$ cat src/rtl/regif_pkg.sv
package regif_pkg;

    localparam int BYTE_W = 8;

    typedef enum logic [2:0] {
        K_SEND   = 3'd0,
        K_WRBYTE = 3'd1,
        K_WRWORD = 3'd2,
        K_RDBYTE = 3'd3,
        K_RDWORD = 3'd4
    } kind_e;

    typedef enum logic [2:0] {
        ST_IDLE,
        ST_CMD,
        ST_WR_LO,
        ST_WR_HI,
        ST_RD
    } seq_state_e;

    // Kept bits per register address; zero means nothing stored there.
    function automatic logic [BYTE_W-1:0] keep_mask(input int addr);
        case (addr)
            0:       return 8'h03;
            1:       return 8'h1B;
            2, 3, 4, 5: return 8'hFF;
            6:       return 8'h3F;
            default: return 8'h00;
        endcase
    endfunction

    function automatic logic [BYTE_W-1:0] init_value(input int addr);
        return (addr == 1) ? 8'h02 : 8'h00;
    endfunction

endpackage

$ cat src/rtl/regif_seq.sv
module regif_seq
    import regif_pkg::*;
#(
    parameter int ADDR_W = 4
) (
    input  logic              clk,
    input  logic              rst_n,
    input  logic              txn_valid,
    input  logic [2:0]        txn_kind,
    input  logic [BYTE_W-1:0] txn_cmd,
    input  logic [BYTE_W-1:0] txn_lo,
    input  logic [BYTE_W-1:0] txn_hi,
    output logic              txn_ready,
    output logic              int_clear,
    output logic [BYTE_W-1:0] cmd_value,
    output logic              wr_en,
    output logic [ADDR_W-1:0] wr_addr,
    output logic [BYTE_W-1:0] wr_data,
    output logic              rd_valid,
    output logic              rd_word,
    output logic [ADDR_W-1:0] rd_addr_lo,
    output logic [ADDR_W-1:0] rd_addr_hi
);

    seq_state_e        state_q, state_d;
    logic [2:0]        kind_q;
    logic [BYTE_W-1:0] cmdb_q, lo_q, hi_q;
    logic [BYTE_W-1:0] cmd_q;
    logic [ADDR_W-1:0] ptr, ptr_next;
    logic              cmd_ok, cmd_load, is_write;

    assign ptr      = cmd_q[ADDR_W-1:0];
    assign ptr_next = ADDR_W'(ptr + 1'b1);
    assign cmd_ok   = cmdb_q[BYTE_W-1];
    assign is_write = (kind_q == K_WRBYTE) || (kind_q == K_WRWORD);

    // State register
    always_ff @(posedge clk or negedge rst_n) begin
        if (!rst_n) state_q <= ST_IDLE;
        else        state_q <= state_d;
    end

    // Next-state logic
    always_comb begin
        state_d = state_q;
        unique case (state_q)
            ST_IDLE: begin
                if (txn_valid) begin
                    if (txn_kind == K_SEND || txn_kind == K_WRBYTE || txn_kind == K_WRWORD)
                        state_d = ST_CMD;
                    else if (txn_kind == K_RDBYTE || txn_kind == K_RDWORD)
                        state_d = ST_RD;
                end
            end
            ST_CMD:   state_d = (cmd_ok && is_write) ? ST_WR_LO : ST_IDLE;
            ST_WR_LO: state_d = (kind_q == K_WRWORD) ? ST_WR_HI : ST_IDLE;
            ST_WR_HI: state_d = ST_IDLE;
            ST_RD:    state_d = ST_IDLE;
            default:  state_d = ST_IDLE;
        endcase
    end

    // Outputs
    always_comb begin
        txn_ready  = (state_q == ST_IDLE);
        cmd_load   = (state_q == ST_CMD) && cmd_ok;
        int_clear  = cmd_load && cmdb_q[6];
        wr_en      = (state_q == ST_WR_LO) || (state_q == ST_WR_HI);
        wr_addr    = (state_q == ST_WR_HI) ? ptr_next : ptr;
        wr_data    = (state_q == ST_WR_HI) ? hi_q : lo_q;
        rd_valid   = (state_q == ST_RD);
        rd_word    = (kind_q == K_RDWORD);
        rd_addr_lo = ptr;
        rd_addr_hi = ptr_next;
    end

    // Transaction capture and command register
    always_ff @(posedge clk or negedge rst_n) begin
        if (!rst_n) begin
            kind_q <= '0;
            cmdb_q <= '0;
            lo_q   <= '0;
            hi_q   <= '0;
            cmd_q  <= '0;
        end else begin
            if (txn_ready && txn_valid) begin
                kind_q <= txn_kind;
                cmdb_q <= txn_cmd;
                lo_q   <= txn_lo;
                hi_q   <= txn_hi;
            end
            if (cmd_load)
                cmd_q <= {1'b1, 1'b0, cmdb_q[5], 1'b0, cmdb_q[3:0]};
        end
    end

    assign cmd_value = cmd_q;

endmodule

$ cat src/rtl/regif_bank.sv
module regif_bank
    import regif_pkg::*;
#(
    parameter int ADDR_W = 4,
    localparam int NREG  = 1 << ADDR_W
) (
    input  logic                          clk,
    input  logic                          rst_n,
    input  logic                          wr_en,
    input  logic [ADDR_W-1:0]             wr_addr,
    input  logic [BYTE_W-1:0]             wr_data,
    input  logic [ADDR_W-1:0]             rd_addr_lo,
    input  logic [ADDR_W-1:0]             rd_addr_hi,
    output logic [BYTE_W-1:0]             rd_lo,
    output logic [BYTE_W-1:0]             rd_hi,
    output logic [NREG-1:0][BYTE_W-1:0]   regs
);

    for (genvar i = 0; i < NREG; i++) begin : g_reg
        localparam logic [BYTE_W-1:0] MASK = keep_mask(i);
        localparam logic [BYTE_W-1:0] INIT = init_value(i);
        if (MASK != '0) begin : g_store
            logic [BYTE_W-1:0] q;
            always_ff @(posedge clk or negedge rst_n) begin
                if (!rst_n)
                    q <= INIT;
                else if (wr_en && wr_addr == ADDR_W'(i))
                    q <= wr_data & MASK;
            end
            assign regs[i] = q;
        end else begin : g_empty
            assign regs[i] = '0;
        end
    end

    assign rd_lo = regs[rd_addr_lo];
    assign rd_hi = regs[rd_addr_hi];

endmodule

$ cat src/rtl/cmdptr_regif.sv
module cmdptr_regif
    import regif_pkg::*;
#(
    parameter int ADDR_W = 4
) (
    input  logic        clk,
    input  logic        rst_n,
    input  logic        txn_valid,
    output logic        txn_ready,
    input  logic [2:0]  txn_kind,
    input  logic [7:0]  txn_cmd,
    input  logic [7:0]  txn_lo,
    input  logic [7:0]  txn_hi,
    output logic        rd_valid,
    output logic [15:0] rd_data,
    output logic        int_clear,
    output logic [7:0]  cmd_value,
    output logic [1:0]  power_ctl,
    output logic [7:0]  timing_cfg,
    output logic [15:0] thr_low,
    output logic [15:0] thr_high,
    output logic [7:0]  intr_cfg
);

    localparam int NREG = 1 << ADDR_W;

    logic                        wr_en, rd_word;
    logic [ADDR_W-1:0]           wr_addr, rd_addr_lo, rd_addr_hi;
    logic [BYTE_W-1:0]           wr_data, rd_lo, rd_hi;
    logic [NREG-1:0][BYTE_W-1:0] regs;

    regif_seq #(.ADDR_W(ADDR_W)) u_seq (
        .clk        (clk),
        .rst_n      (rst_n),
        .txn_valid  (txn_valid),
        .txn_kind   (txn_kind),
        .txn_cmd    (txn_cmd),
        .txn_lo     (txn_lo),
        .txn_hi     (txn_hi),
        .txn_ready  (txn_ready),
        .int_clear  (int_clear),
        .cmd_value  (cmd_value),
        .wr_en      (wr_en),
        .wr_addr    (wr_addr),
        .wr_data    (wr_data),
        .rd_valid   (rd_valid),
        .rd_word    (rd_word),
        .rd_addr_lo (rd_addr_lo),
        .rd_addr_hi (rd_addr_hi)
    );

    regif_bank #(.ADDR_W(ADDR_W)) u_bank (
        .clk        (clk),
        .rst_n      (rst_n),
        .wr_en      (wr_en),
        .wr_addr    (wr_addr),
        .wr_data    (wr_data),
        .rd_addr_lo (rd_addr_lo),
        .rd_addr_hi (rd_addr_hi),
        .rd_lo      (rd_lo),
        .rd_hi      (rd_hi),
        .regs       (regs)
    );

    assign rd_data    = {rd_word ? rd_hi : 8'h00, rd_lo};
    assign power_ctl  = regs[0][1:0];
    assign timing_cfg = regs[1];
    assign thr_low    = {regs[3], regs[2]};
    assign thr_high   = {regs[5], regs[4]};
    assign intr_cfg   = regs[6];

endmodule

$ cat config.mk
export PLATFORM = sky130hd
export DESIGN_NAME = cmdptr_regif
export DESIGN_NICKNAME = d
export VERILOG_FILES = /design/src/rtl/regif_pkg.sv /design/src/rtl/regif_seq.sv /design/src/rtl/regif_bank.sv /design/src/rtl/cmdptr_regif.sv
export SDC_FILE = /design/constraint.sdc
export NUM_CORES = 1
export LEC_CHECK = 0
export BUFFER_PORTS_ARGS = -buffer_cell sky130_fd_sc_hd__buf_2
export CAP_MARGIN = 20
export CORE_ASPECT_RATIO = 0.75
export CORE_UTILIZATION = 45
export DETAILED_ROUTE_END_ITERATION = 12
export PLACE_DENSITY = 0.69
export SYNTH_ARGS = -nofsm -noshare
export SYNTH_HDL_FRONTEND = slang
export SYNTH_HIERARCHICAL = 1
export SYNTH_SLANG_ARGS = --single-unit
$ cat constraint.sdc
create_clock -name clk -period 4 [get_ports clk]
set_input_delay 0.4 -clock clk [delete_from_list [all_inputs] [get_ports clk]]
set_output_delay 0.4 -clock clk [all_outputs]
set_load 0.1 [all_outputs]
==> impl_results.md, run 1 <==
- Global-route wire length before repair: 17000 um
- Rel. slew slack: 35.1%
- Crit Path Class: reg -> out
- Placed cell count: 551
- Flop pwr share: 27.6%
- CTS tree: done
- Core Region: 9200 um^2
- Ant diodes: 0
- Clk root buf: clkbuf_16
- Clk pin slew, worst setup/hold paths: 0.06 ns
- CTS Buf Count: 9
- Routability cong.: 0.810
- Final Hold Viols: 0
- Min Tclk post-route: 3.38 ns
- Die area: 10000 um^2
- CP top delay family: buffers and inverters
- Outcome: finished, final reports clean
- Unrepaired setup endpoints after global routing: false
- FMAX: 296 MHz
- Crit path launch type: register
- Number of I/O port buffers: 97
- Layout area overhead: 19.5%
- Max-cap viol count: 0
- Largest net degree at the start of global routing: 80
- Layout Nets: 467
- Multi-input combinational cell area: 2180 um^2
- Reg2reg start: u_seq/state_q[2]
- Leakage: 2.53 nW
- Comb power frac: 53.9%
- Starting Density: 47.2%
- Post-route non-filler standard cell count: 569
- Total gr overflow: 0
- Hold Path Class: in -> reg
- Final setup viols: 0
- Mapped Area: 4340 um^2
- Critical path peak fanout: 28
- Crit path capture: rd_data[9]
- Sum of negative setup slack: 0 ns
- Register area: 1980 um^2
- Router iterations before antenna repair: 5
- Pint: 1.92 mW
- Power Dens Cells: 767 nW/um^2
- DIE HEIGHT: 87.0 um
- Final antenna-violating net count: 0
- CP max-delay cell: inv_1
- Sw Share: 51.8%
- Clk pwr share: 18.5%
- Post-CTS setup buffer count: 0
- Final worst setup slack: 0.624 ns
- WP buf/inv: 3
- Crit path from: u_seq/cmd_value[0]
- Required time of the critical path: 3.60 ns
- Row count: 30
- Gr usage total: 23.1%
- Gr busiest metal: met2
- Final period utilization: 84.4%
- Mean post-synth cell area: 12.6 um^2
- Clock latency on the worst-skew pair: 0.34 ns
- Post-DP HPWL: 7610 um
- Final Max Tran Viols: 0
- Max rail drop VDD: 0.000350 V
- Yosys warnings: 6
- CP cell instances: buf_4 > inv_1 > nor2b_2 > a2bb2oi_1 > a2111oi_0 > and2_1 > buf_2
- Arrival time worst endpoint: 2.98 ns
- Total Wirelength: 10700 um
- Vias per cell: 5.49
- H-tree depth: 3
- Register-to-Register Path Depth: 6
- Sink Count: 79
- Ports: 107
- CP endpoint kind: output port
- # fillers: 806
- Crit path depth: 7
- Reg-to-reg slack, setup: 1.08 ns
- Antenna violations before repair: 0
- # DRC: 0
- Vias in the first global route: 3060
- Slew at the pin closest to its max-slew limit: 0.971 ns
- Commonest non-fill, non-tap cell in the layout: buf_2
- End of the worst register-to-register path: u_bank/g_reg[3].g_store.q[2]
- Pre-CTS WS: 1.00 ns
- Met3 usage: 5.78%
- CP peak stage delay: 0.46 ns
- Via count: 3126
- Sw power: 2.06 mW
- Share of cells above drive strength 1: 51.2%
- Horiz. Die Dim: 115 um
- Met1 Usage GRT: 32.5%
- Met2 GRT Util: 34.6%
- Starting DRT DRC Count: 133
- Max Clock Skew: 0.00810 ns
- Post-synthesis cell count: 345
- Clk buf depth: 2
- Commonest cells after routing, fill and taps aside: 96 x buf_2, 86 x mux2_2, 78 x dfrtp_1
- Per-cell routed wire length: 18.7 um
[sequential cells by signal (all words and copies together) (netlist names)]
signal,count
u_bank/g.g_store.q,44
u_seq/lo_q,8
u_seq/state_q,3
u_seq/kind_q,3
u_seq/cmdb_q,7
u_seq/hi_q,8
u_seq/cmd_value,6
[area by class of cell]
class	count	area share [%]
clock buffer	11	4.49
clock inverter	5	0.676
inverter	5	0.362
multi-input combinational	235	42.1
sequential	79	38.1
tap	128	3.09
timing repair buffer	106	11.1
[power groups by stage]
stage | Sequential (mW) | Clock, mW | Combinational [mW]
2_1_floorplan | 1.73 | 0 | 1.18
3_3_place_gp | 1.10 | 0 | 2.11
3_5_place_dp | 1.11 | 0 | 2.13
4_1_cts | 1.10 | 0.757 | 2.14
5_1_grt | 1.12 | 0.786 | 2.24
6_report | 1.10 | 0.735 | 2.14
[layer usage]
layer  share of wire (%)  wire length (um)
met5                   0                 0
met4                 1.5               161
met3                 7.0               749
met2                  45              4840
met1                  46              4910
[how the worst min path moves through the flow]
| stage | slack (ns) | cells after the start | from | to |
|---|---|---|---|---|
| floorplan | 0.10 | 0 | rst_n | u_bank/g_reg[0].g_store.q[0] |
| global placement | 0.45 | 1 | u_seq/cmd_value[7] | u_seq/cmd_value[7] |
| detailed placement | 0.46 | 1 | u_seq/cmd_value[7] | u_seq/cmd_value[7] |
| CTS | 0.27 | 1 | rst_n | u_bank/g_reg[3].g_store.q[4] |
| global route | 0.28 | 2 | txn_cmd[7] | u_seq/cmdb_q[7] |
| finish | 0.29 | 2 | txn_cmd[7] | u_seq/cmdb_q[7] |
[per-stage QoR]
stage / util, % / instance area [um^2] / power (mW) / hold WS, ns
3_5_place_dp: 53.1 / 4880 / 3.24 / 0.457
5_1_grt: 56.4 / 5190 / 4.15 / 0.279
3_3_place_gp: 53.1 / 4880 / 3.21 / 0.449
6_report: 56.4 / 5190 / 3.98 / 0.293
4_1_cts: 56.0 / 5150 / 3.99 / 0.265
2_1_floorplan: - / 4400 / 2.91 / 0.104
[repair_timing]
action | CTS | global route
resized for setup | 0 | 0
hold buffers | 0 | 1
hold endpoints to repair | 0 | 16
No activity file was read; power rests on OpenSTA's default activity.
==> run 2, diff against run 1 <==
--- a/config.mk
+++ b/config.mk
@@ -5,6 +5,7 @@
 export SDC_FILE = /design/constraint.sdc
 export NUM_CORES = 1
 export LEC_CHECK = 0
+export ABC_AREA = 1
 export BUFFER_PORTS_ARGS = -buffer_cell sky130_fd_sc_hd__buf_2
 export CAP_MARGIN = 20
 export CORE_ASPECT_RATIO = 0.75
==> constraint.sdc (replaced) <==
create_clock -name clk -period 3.2 [get_ports clk]
set_input_delay 0.32 -clock clk [delete_from_list [all_inputs] [get_ports clk]]
set_output_delay 0.32 -clock clk [all_outputs]
set_load 0.1 [all_outputs]
==> run 2 against run 1 <==
  * Sequential share of layout area is 1.6 points lower
  * First-iteration DRC count grew to 2.6 times the previous value
  * Critical path depth grew 3
  * Final area up 4.4%
  * Wire length up 17%
  * Critical endpoint unchanged
  * Register-to-register slack got worse by 0.22 ns
  * Core utilization decreased by 0.31 points
  * Combinational power rose by 30%
  * Clock skew increased by 0.0021 ns
==> impl_results.md, run 2 <==
- Met2 GRT Util: 40.4% (was 34.6%)
- Via count: 4408 (was 3126)
- Ant diodes: 0 (unchanged)
- Clk buf depth: 2 (unchanged)
- Post-synthesis cell count: 612 (was 345)
- Final antenna-violating net count: 0 (unchanged)
- Sw Share: 54.4% (was 51.8%)
- Min Tclk post-route: 2.82 ns
- Layout Nets: 728 (was 467)
- Max rail drop VDD: 0.000423 V (was 0.000350 V)
- Final Hold Viols: 0 (unchanged)
- Die area: 10400 um^2 (was 10000 um^2)
- Flop pwr share: 24.4% (was 27.6%)
- Comb power frac: 54.8% (was 53.9%)
- Crit path launch type: register (unchanged)
- Power Dens Cells: 939 nW/um^2 (was 767 nW/um^2)
- Starting Density: 46.4% (was 47.2%)
- Yosys warnings: 6 (unchanged)
- Mean post-synth cell area: 7.33 um^2 (was 12.6 um^2)
- Clk pin slew, worst setup/hold paths: 0.07 ns (was 0.06 ns)
- Horiz. Die Dim: 117 um (was 115 um)
- Vias per cell: 5.29 (was 5.49)
- Post-CTS setup buffer count: 0 (unchanged)
- Starting DRT DRC Count: 347 (was 133)
- CTS Hold Buffers Added: 0 (unchanged)
- Hold Path Class: in -> reg (unchanged)
- Mapped Area: 4490 um^2 (was 4340 um^2)
- Final Max Tran Viols: 0 (unchanged)
- # DRC: 0 (unchanged)
- Final setup viols: 0 (unchanged)
- Outcome: finished, final reports clean (unchanged)
- Per-cell routed wire length: 14.9 um (was 18.7 um)
- Crit Path Class: reg -> out (unchanged)
- Routability cong.: 0.906 (was 0.810)
- Clk pwr share: 20.8% (was 18.5%)
- Clock latency on the worst-skew pair: 0.34 ns (about the same)
- CTS tree: done (unchanged)
- Sink Count: 79 (unchanged)
- Met3 usage: 5.62% (was 5.78%)
- Pint: 2.32 mW (was 1.92 mW)
- Row count: 31 (was 30)
- Core Region: 9660 um^2 (was 9200 um^2)
- Required time of the critical path: 2.88 ns (was 3.60 ns)
- Commonest cells after routing, fill and taps aside: 228 x nand2_1, 88 x buf_2, 78 x dfrtp_1 (was 96 x buf_2, 86 x mux2_2, 78 x dfrtp_1)
- Layout area overhead: 20.8% (was 19.5%)
- Number of I/O port buffers: 97 (unchanged)
- Placed instance area: 5080 um^2 (was 4880 um^2)
- Router iterations before antenna repair: 5 (unchanged)
- Antenna violations before repair: 0 (unchanged)
- Max-cap viol count: 0 (unchanged)
- Arrival time worst endpoint: 2.50 ns (was 2.98 ns)
- Commonest non-fill, non-tap cell in the layout: nand2_1 (was buf_2)
- Slew at the pin closest to its max-slew limit: 0.561 ns (was 0.971 ns)
- Global-route wire length before repair: 19500 um (was 17000 um)
- Largest net degree at the start of global routing: 80 (unchanged)
- Clk root buf: clkbuf_16 (unchanged)
- Met1 Usage GRT: 32.9% (was 32.5%)
- Sw power: 2.76 mW (was 2.06 mW)
- Vias in the first global route: 4045 (was 3060)
- Share of cells above drive strength 1: 24.2% (was 51.2%)
- Ports: 107 (unchanged)
- Top reg by flops: u_bank/g.g_store.q (unchanged)
- CTS Buf Count: 9 (unchanged)
- Final period utilization: 88.0%
- Max Clock Skew: 0.0102 ns (was 0.00810 ns)
- Rel. slew slack: 62.5% (was 35.1%)
- Gr usage total: 24.9% (was 23.1%)
- Unrepaired setup endpoints after global routing: false (unchanged)
- Post-DP HPWL: 8910 um (was 7610 um)
- Post-CTS sizing: 0 (unchanged)
- Leakage: 2.86 nW (was 2.53 nW)
- Critical path peak fanout: 9 (was 28)
- Final Cell Area: 5420 um^2 (was 5190 um^2)
- Hold_ws: 0.204 ns (was 0.293 ns)
- Max FFs per register: 44 (unchanged)
- Total gr overflow: 0 (unchanged)
- H-tree depth: 3 (unchanged)
- FMAX: 355 MHz
- DIE HEIGHT: 88.5 um (was 87.0 um)
- Leading registers by flop count: u_bank/g.g_store.q x44, u_seq/hi_q x8, u_seq/lo_q x8 (unchanged)
- Total Wirelength: 12400 um (was 10700 um)
- Gr busiest metal: met2 (unchanged)
- CP endpoint kind: output port (unchanged)
## run 2: path summary, 6_finish.rpt
check / start / to / slack (ns) / depth (start not counted)
max in group asynchronous: rst_n / u_bank/g_reg[2].g_store.q[5] / 2.22 / 3
max reg2reg: u_seq/state_q[0] / u_bank/g_reg[6].g_store.q[5] / 0.86 / 11
max: u_seq/cmd_value[1] / rd_data[9] / 0.38 / 10
min in group asynchronous: rst_n / u_bank/g_reg[6].g_store.q[0] / 0.39 / 2
min reg2reg: u_seq/cmd_value[7] / u_seq/cmd_value[7] / 0.45 / 1
min: txn_cmd[6] / u_seq/cmdb_q[6] / 0.20 / 3
## run 2: per-layer routing
| metal | vias up | part of all wire [%] | wire length, um |
|---|---|---|---|
| li1 | 2091 | - | - |
| met1 | 2067 | 42 | 5270 |
| met2 | 219 | 46 | 5780 |
| met3 | 31 | 8.7 | 1080 |
| met4 | 0 | 2.5 | 317 |
| met5 | - | 0 | 0 |
## run 2: final cells by class
cell class                      count  area [um^2]
Timing Repair Buffer              105          691
Clock buffer                        9          225
Multi-Input combinational cell    442         2050
Tap cell                          132          165
Inverter                           60          230
Clock inverter                      7         77.6
Sequential cell                    79         1980
Fill cell                         900         4240
## run 2: critical path, cell delays in order, from the launching register on
cell and delay, ns:
dfrtp_1 0.39, ha_1 0.52, inv_2 0.19, nor2_2 0.25, inv_1 0.08, o21ai_0 0.19
nor2_1 0.09, nor2_1 0.10, nand2_1 0.06, inv_1 0.09, buf_12 0.18
## run 2: power by group through the flow
stage / combinational [mW] / clock, mW / sequential, mW
after CTS: 2.74 / 1.07 / 1.24
after detailed placement: 2.73 / 0 / 1.26
after global placement: 2.68 / 0 / 1.25
after floorplan: 1.69 / 0 / 1.74
final: 2.78 / 1.06 / 1.24
after global routing: 2.96 / 1.11 / 1.26
## run 2: through the flow
stage               setup TNS (ns)  utilization [%]  worst slack [ns]  std cells  power [mW]
global route                     0             56.1             0.270        834        5.33
finish                           0             56.1             0.384        834        5.08
global placement                 0             52.6             0.889        816        3.93
floorplan                   -0.477                -            -0.247        618        3.43
CTS                              0             55.7             0.422        832        5.05
detailed placement               0             52.6             0.805        816        3.99
